<file path="src/rtl/cmpclr_pkg.sv">
package cmpclr_pkg;

    localparam int PSC_W = 2;

    typedef enum logic [1:0] {
        MODE_OFF  = 2'd0,
        MODE_TICK = 2'd1,
        MODE_TRIG = 2'd2,
        MODE_RSVD = 2'd3
    } mode_e;

    typedef enum logic [1:0] {
        CMP_LE   = 2'd0,
        CMP_GE   = 2'd1,
        CMP_WIN  = 2'd2,
        CMP_NONE = 2'd3
    } cmp_e;

    typedef struct packed {
        mode_e            mode;
        logic [PSC_W-1:0] presc;
        cmp_e             cmp;
        logic             pol;
        logic             gate_en;
    } cfg_t;

    localparam cfg_t CFG_RESET = '{
        mode:    MODE_OFF,
        presc:   '0,
        cmp:     CMP_LE,
        pol:     1'b0,
        gate_en: 1'b0
    };

endpackage

</file>
<file path="src/rtl/cmpclr_presc.sv">
module cmpclr_presc #(
    parameter int PSC_W = 2
) (
    input  logic             clk,
    input  logic             rst_n,
    input  logic             run_i,
    input  logic             tick_i,
    input  logic             restart_i,
    input  logic [PSC_W-1:0] presc_i,
    output logic             fire_o
);
    localparam int DIV_W = (1 << PSC_W) - 1;

    typedef struct packed {
        logic [DIV_W-1:0] cnt;
    } st_t;

    st_t              st_q, st_d;
    logic [DIV_W-1:0] mask;

    always_comb begin
        mask   = DIV_W'((1 << presc_i) - 1);
        fire_o = run_i && tick_i && ((st_q.cnt & mask) == mask);
        st_d   = st_q;
        if (restart_i) begin
            st_d.cnt = '0;
        end else if (run_i && tick_i) begin
            st_d.cnt = st_q.cnt + 1'b1;
        end
    end

    always_ff @(posedge clk or negedge rst_n) begin
        if (!rst_n) begin
            st_q <= '0;
        end else begin
            st_q <= st_d;
        end
    end

    // at divide-by-1 every tick in tick mode is an evaluation
    p_div1_each_tick_r3: assert property (@(posedge clk) disable iff (!rst_n)
        (run_i && tick_i && presc_i == '0) |-> fire_o);

    // the count restarts at a load, so the first tick after it fires only at divide-by-1
    p_restart_first_r3: assert property (@(posedge clk) disable iff (!rst_n)
        (restart_i && !run_i) |=> ((run_i && tick_i && presc_i != '0) |-> !fire_o));

endmodule

</file>
<file path="src/rtl/cmpclr_trig.sv">
module cmpclr_trig (
    input  logic clk,
    input  logic rst_n,
    input  logic trig_i,
    input  logic pol_i,
    input  logic gate_en_i,
    output logic edge_o,
    output logic gate_o
);
    typedef struct packed {
        logic prev;
    } st_t;

    st_t st_q, st_d;

    always_comb begin
        st_d.prev = trig_i;
        if (pol_i) begin
            edge_o = st_q.prev && !trig_i;
        end else begin
            edge_o = !st_q.prev && trig_i;
        end
        gate_o = gate_en_i && (trig_i ^ pol_i);
    end

    always_ff @(posedge clk or negedge rst_n) begin
        if (!rst_n) begin
            st_q <= '0;
        end else begin
            st_q <= st_d;
        end
    end

    // a detected edge always leaves the line at the level opposite to the polarity bit
    p_edge_level_r7: assert property (@(posedge clk) disable iff (!rst_n)
        edge_o |-> (trig_i == !pol_i));

    // an edge needs the line to have moved since the last clock edge
    p_edge_moved_r7: assert property (@(posedge clk) disable iff (!rst_n)
        edge_o |=> ($past(trig_i) != $past(trig_i, 2)));

endmodule

</file>
<file path="src/rtl/cmpclr_cmp.sv">
module cmpclr_cmp
    import cmpclr_pkg::*;
#(
    parameter int CW = 16
) (
    input  logic [CW-1:0] cnt_i,
    input  logic [CW-1:0] top_i,
    input  cmp_e          cmp_i,
    output logic          hit_o
);
    localparam int HW = CW / 2;

    logic [CW-1:0] win_lo, win_hi;

    always_comb begin
        win_lo = {{(CW - HW){1'b0}}, top_i[HW-1:0]};
        win_hi = {{HW{1'b0}}, top_i[CW-1:HW]};
        unique case (cmp_i)
            CMP_LE:  hit_o = cnt_i <= top_i;
            CMP_GE:  hit_o = cnt_i >= top_i;
            CMP_WIN: hit_o = (cnt_i >= win_lo) && (cnt_i <= win_hi);
            default: hit_o = 1'b0;
        endcase
    end

endmodule

</file>
<file path="src/rtl/cmpclr_unit.sv">
module cmpclr_unit
    import cmpclr_pkg::*;
#(
    parameter int CW = 16
) (
    input  logic             clk,
    input  logic             rst_n,
    input  logic [CW-1:0]    cnt_i,
    input  logic [CW-1:0]    top_i,
    input  logic             tick_i,
    input  logic             trig_i,
    input  logic             cfg_we_i,
    input  logic [1:0]       cfg_mode_i,
    input  logic [PSC_W-1:0] cfg_presc_i,
    input  logic [1:0]       cfg_cmp_i,
    input  logic             cfg_pol_i,
    input  logic             cfg_gate_en_i,
    input  logic             flag_clr_i,
    output logic             clr_o,
    output logic             match_o,
    output logic             gate_o
);
    typedef struct packed {
        cfg_t cfg;
        logic clr;
        logic flag;
    } st_t;

    st_t  st_q, st_d;
    cfg_t cfg_in;
    logic fire, trig_edge, hit, eval;

    cmpclr_presc #(.PSC_W(PSC_W)) u_presc (
        .clk       (clk),
        .rst_n     (rst_n),
        .run_i     (st_q.cfg.mode == MODE_TICK),
        .tick_i    (tick_i),
        .restart_i (cfg_we_i),
        .presc_i   (st_q.cfg.presc),
        .fire_o    (fire)
    );

    cmpclr_trig u_trig (
        .clk       (clk),
        .rst_n     (rst_n),
        .trig_i    (trig_i),
        .pol_i     (st_q.cfg.pol),
        .gate_en_i (st_q.cfg.gate_en),
        .edge_o    (trig_edge),
        .gate_o    (gate_o)
    );

    cmpclr_cmp #(.CW(CW)) u_cmp (
        .cnt_i (cnt_i),
        .top_i (top_i),
        .cmp_i (st_q.cfg.cmp),
        .hit_o (hit)
    );

    always_comb begin
        cfg_in = '{
            mode:    mode_e'(cfg_mode_i),
            presc:   cfg_presc_i,
            cmp:     cmp_e'(cfg_cmp_i),
            pol:     cfg_pol_i,
            gate_en: cfg_gate_en_i
        };
        unique case (st_q.cfg.mode)
            MODE_TICK: eval = fire;
            MODE_TRIG: eval = trig_edge;
            default:   eval = 1'b0;
        endcase

        st_d     = st_q;
        st_d.clr = eval && hit;
        if (eval && hit) begin
            st_d.flag = 1'b1;
        end else if (flag_clr_i) begin
            st_d.flag = 1'b0;
        end
        if (cfg_we_i) begin
            st_d.cfg = cfg_in;
        end
    end

    always_ff @(posedge clk or negedge rst_n) begin
        if (!rst_n) begin
            st_q <= '{cfg: CFG_RESET, clr: 1'b0, flag: 1'b0};
        end else begin
            st_q <= st_d;
        end
    end

    assign clr_o   = st_q.clr;
    assign match_o = st_q.flag;

    // with evaluation switched off no strobe follows
    p_off_no_clr_r2: assert property (@(posedge clk) disable iff (!rst_n)
        (st_q.cfg.mode == MODE_OFF || st_q.cfg.mode == MODE_RSVD) |=> !clr_o);

    // a strobe is always accompanied by the flag
    p_clr_has_flag_r9: assert property (@(posedge clk) disable iff (!rst_n)
        clr_o |-> match_o);

    // the flag only drops on a software clear
    p_flag_sticky_r9: assert property (@(posedge clk) disable iff (!rst_n)
        (match_o && !flag_clr_i) |=> match_o);

    // the flag can only rise together with a strobe
    p_flag_rise_r8: assert property (@(posedge clk) disable iff (!rst_n)
        $rose(match_o) |-> clr_o);

    // gating never asserted while disabled in the stored configuration
    p_gate_off_r10: assert property (@(posedge clk) disable iff (!rst_n)
        !st_q.cfg.gate_en |-> !gate_o);

endmodule

</file>
<file path="config.mk">
export PLATFORM = sky130hd
export DESIGN_NAME = cmpclr_unit
export DESIGN_NICKNAME = d
export VERILOG_FILES = /design/src/rtl/cmpclr_pkg.sv /design/src/rtl/cmpclr_presc.sv /design/src/rtl/cmpclr_trig.sv /design/src/rtl/cmpclr_cmp.sv /design/src/rtl/cmpclr_unit.sv
export SDC_FILE = /design/constraint.sdc
export NUM_CORES = 1
export LEC_CHECK = 0
export BUFFER_PORTS_ARGS = -buffer_cell sky130_fd_sc_hd__buf_2
export CAP_MARGIN = 20
export CORE_UTILIZATION = 50
export DETAILED_ROUTE_END_ITERATION = 6
export GPL_TIMING_DRIVEN = 0
export PLACE_DENSITY = 0.81
export REMOVE_ABC_BUFFERS = 1
export SYNTH_ARGS = -nofsm -noshare
export SYNTH_HDL_FRONTEND = slang
export SYNTH_SLANG_ARGS = --single-unit
</file>
<file path="constraint.sdc">
create_clock -name clk -period 3.9 [get_ports clk]
set_input_delay 0.39 -clock clk [delete_from_list [all_inputs] [get_ports clk]]
set_output_delay 0.39 -clock clk [all_outputs]
set_load 0.01 [all_outputs]
</file>
# Yosys cells after proc, flatten, opt, wreduce, memory -nomap -nowiden
# Index checks and enable logic that the tools add are counted.
# totals
regBits,14
input_bits,46
out_inout_bits,3
elab_cells,42
# classes
addsub,2
magnitude_cmp,4
eq_ne,5
shift,1
muxes,7
bitwise_logic,2
n_reduce_logical,12
# ops
operator,n
$ge A16 B16 Y1,1
$ge A16 B8 Y1,1
$le A16 B16 Y1,1
$le A16 B8 Y1,1
$logic_and A1 B1 Y1,7
$mux W3,2
$eq A2 B1 Y1 const B,2
$eq A2 B2 Y1 const B,2
$reduce_bool A2 Y1,2
$add A3 B1 Y3 const B,1
$and A3 B3 Y3,1
$eq A3 B3 Y1,1
$mux W1,3
$pmux W1 S3,1
$shl A1 B2 Y3 const A,1
$sub A3 B2 Y3 const B,1
$logic_not A1 Y1,2
$logic_not A2 Y1,1
$pmux W1 S2,1
$xor A1 B1 Y1,1

# Depth between registers and ports, before layout
# depth
word_depth,8
mapped_depth,7
depth_no_buf,7

# Cells and area by module
# Synthesis repeated with hierarchy kept, for this count alone.
# hier_totals
cells_unflattened,143
hier_area_um2,1305.0
# modules_own_cells
mod,n_inst,cells_per_inst,area_each_um2,seq_area_each_um2
cmpclr_cmp,1,90,655.6,0.0
cmpclr_unit,1,30,430.4,250.2
cmpclr_presc,1,17,162.7,75.1
cmpclr_trig,1,6,56.3,25.0

# Worst setup path after synthesis
# Ideal clock, no wire load.
# synth_timing
path_kind,input to register
from,in top_i[15]
to,reg st_q (netlist bit clr_o)
arrival_ns,1.737
path_slack_ns,2.069
stages,7
path_buffers,0
path_cell_list,inv_1 ha_1 nand4_1 nor3_1 nor2_1 a221o_1 a221oi_2
# synth_between
elab_chain_len,4
# synth_rtl
element,line,rtl
from (decl),cmpclr_unit.sv:9,"input logic [CW-1:0] top_i,"
$le A16 B8 Y1,cmpclr_cmp.sv:21,CMP_WIN: hit_o = (cnt_i >= win_lo) && (cnt_i <= win_hi);
$logic_and A1 B1 Y1,cmpclr_cmp.sv:21,
$pmux W1 S3 *,cmpclr_cmp.sv:18,unique case (cmp_i)
$logic_and A1 B1 Y1 *,cmpclr_unit.sv:75,st_d.clr = eval && hit;
to (signal assigned),cmpclr_unit.sv:88,"st_q <= '{cfg: CFG_RESET, clr: 1'b0, flag: 1'b0};"
to (signal assigned),cmpclr_unit.sv:90,st_q <= st_d;
to (decl),cmpclr_unit.sv:29,"st_t st_q, st_d;"
# Every way passes the cells marked *; elsewhere a longest branch is shown, timed or not.
# A chain may end at the register's enable or synchronous reset.

# Worst setup path in the final report
# layout_timing
from,in cnt_i[7]
to,reg st_q (netlist bit clr_o)
# layout_between
elab_chain_len,4
# layout_rtl
element,line,rtl
from (decl),cmpclr_unit.sv:8,"input logic [CW-1:0] cnt_i,"
$ge A16 B8 Y1 or $le A16 B8 Y1 (tied branches),cmpclr_cmp.sv:21,
$logic_and A1 B1 Y1,cmpclr_cmp.sv:21,
$pmux W1 S3 *,cmpclr_cmp.sv:18,
$logic_and A1 B1 Y1 *,cmpclr_unit.sv:75,
# Marked as above.

==> run metrics <==
RR Endpoint=match_o; die extent in y=53.63 um; top cell types by occurrence after synthesis=ha_1, inv_1, dfrtp_1; post-route antenna net violation count=0; Crit Path Category=in -> reg; fraction of final layout cells sized beyond drive strength 1=32.34%; Setup TNS=0 ns; startpoint of the worst setup timing path=cnt_i[7]; CTS root buffer=clkbuf_4; number of I/O pins=49; number of max-slew violations in the final report=0; worst clock skew on the final layout=0.001594 ns; number of detailed-route iterations in the first pass=4; clock transition at the register clock pins on the worst setup and hold paths after CTS=0.09 ns; FF-to-FF path depth=6; pin count of the biggest net entering global routing=15; initial core utilization=53.30%; maximum level of the CTS H-tree=1; synthesized area per cell=8.943 sq um; first-pass GRT wire length=4802 um; total track usage=22.80%; buffer and inverter count on the worst path=1; share of Yosys cell area claimed by the top area cell type=26.29%; chain of cells forming the critical path=buf_2 -> ha_1 -> nand4_1 -> and4b_1 -> o31ai_1 -> a221o_1 -> a221oi_2; number of sinks driven by the clock tree=14; data arrival time at the worst-slack endpoint=2.01 ns; Crit. End Element=flip-flop; P per Cell Area=236.4 mW/mm^2; site row count=18; clock latency of the later-clocked register in the worst-skew pair=0.28 ns; Reg2Reg Launch Point=st_q[9]; number of failing setup endpoints in the final timing report=0; CP startpoint kind=primary input; number of enable-type register cells in the synthesized netlist=0; FF-to-FF setup slack=2.27 ns; routed wire length=2926 um; number of storage elements in the synthesis netlist=14; post-synthesis sequential area ratio=26.29%; Layout area overhead=24.04%; violation count after the first detailed-routing iteration=26; width of the die=53.63 um; kind of path behind the tightest hold check=in -> reg; number of hold-slack violations in the final timing report=0; buffer depth of the longest clock path=2; tightest slew margin relative to the limit=73.13%; crit-path leading delay family=compound AO/OA/AOI/OAI gates; run status=completed; synthesized cell area=0.001333 sq mm; hold bufs inserted after CTS=1; library cell contributing the largest single delay on the critical path=a221o_1; worst slack after detailed placement=1.828 ns; synth unique cells=35; quantity of gates resized following cts=0; Primary FF master, synth=dfrtp_1; area enclosed by the die boundary=0.002876 sq mm; GPL Wtd Cong=0.7471; Post-DP Area=0.001607 sq mm; buffers inserted during post-CTS setup optimization=0; total DRC errors in the routed layout=0; Crit path required time=4.09 ns; leading cell types by total area after synthesis=dfrtp_1, ha_1, inv_1, a21oi_1, mux2_2; critical path's largest stage delay=0.34 ns; dominant cell by count in the synthesized netlist=ha_1; Floorplan Core Area=0.002500 sq mm; capturing element of the worst setup path=clr_o; final worst slack=2.077 ns; mean routed wirelength per cell=12.67 um; total number of vias=1268; PortBufs=48; fraction of registers with async set/reset=100.0%; number of global-route vias before repair=1199; number of maximum-capacitance constraint violations=0; post-synth top area cell=dfrtp_1; worst-path maximum fanout=3; initial antenna violation count=0; via density per instance=5.489; post-layout instance area=0.001653 sq mm; TritonCTS clock tree=done; overall overflow remaining after global route=0; fin cells=231; max frequency=548.4 MHz; diode count=0; post-synthesis instance total=149; number of clock buffers inserted by TritonCTS=3; number of placed instances with taps included=226; Leak=0.0008915 uW; critical path depth=7; placed wire-length estimate=2499 um; fin crit period=1.823 ns; number of nets in the layout=275; peak ir drop on the vdd network=216.8 uV; unrepaired setup endpoints after global routing=no; slew at the pin closest to its max-slew limit=0.4007 ns; number of warnings printed during yosys synthesis=0; Period Utilization, post-route=46.75%; Final Util=66.12%
-- where the power goes --
| part | total, uW | internal (uW) | switching, uW |
|---|---|---|---|
| clock | 104 | 56.8 | 47.3 |
| combinational | 123 | 58.5 | 64.4 |
| sequential | 164 | 155 | 8.69 |
| total | 391 | 270 | 120 |
-- flip-flops by register name, summed over array words and instances, names as in the netlist --
signal,flops
match_o,1
clr_o,1
u_trig.st_q,1
u_presc.st_q,3
st_q,8
-- final cells by class --
type	count	area (sq um)
sequential	14	350.3
clock buffer	4	36.28
fill	202	847.1
timing repair buffer	49	250.2
inverter	22	82.58
multi-input combinational	112	895.9
tap	30	37.54
-- metrics by stage --
step | hold slack (ns) | power, uW
final | 0.2630 | 390.7
after global routing | 0.2518 | 417.7
after CTS | 0.2518 | 393.5
after detailed placement | 0.3025 | 288.3
after global placement | 0.2903 | 279.7
after floorplan | 0.09441 | 236.9
-- kinds of logic (layout without fill, tap and decap cells) --
logic type	count (synthesis)	in the layout	share of synthesized area, %
adders and majority gates	27	27	25.35
xor gates and xnor gates	3	3	1.972
AOI/OAI and AO/OA	36	36	18.40
and+or+nand+nor	41	41	17.28
muxes	5	5	4.225
DFF	14	14	26.29
buffers and inverters	23	75	6.479
-- worst min-delay path by stage --
stage / start / to / cells after the start
floorplan: rst_n / clr_o / 0
global placement: rst_n / u_presc.st_q[1] / 1
detailed placement: rst_n / st_q[7] / 1
CTS: trig_i / u_trig.st_q / 1
global route: trig_i / u_trig.st_q / 1
finish: trig_i / u_trig.st_q / 1
-- metal layers --
metal	share of wire (%)	wire length, um	up-vias	global-route usage [%]
met2	52	1524	35	45.21
met1	44	1294	584	24.36
met4	0.38	11	0	4.825
met5	0	0	-	0
li1	-	-	647	-
met3	3.3	96	2	4.520
-- cells in the final DEF, fill, tap and decap left out, drive strengths merged, types with 4 or more instances in the layout --
cell	n
nand4	5
a211oi	4
clkbuf	4
ha	27
nand2	10
inv	22
nand3	5
mux2	5
a21oi	13
dfrtp	14
o21ai	8
buf	48
nor2	8
Note: power is estimated with default switching activity, not from simulation.
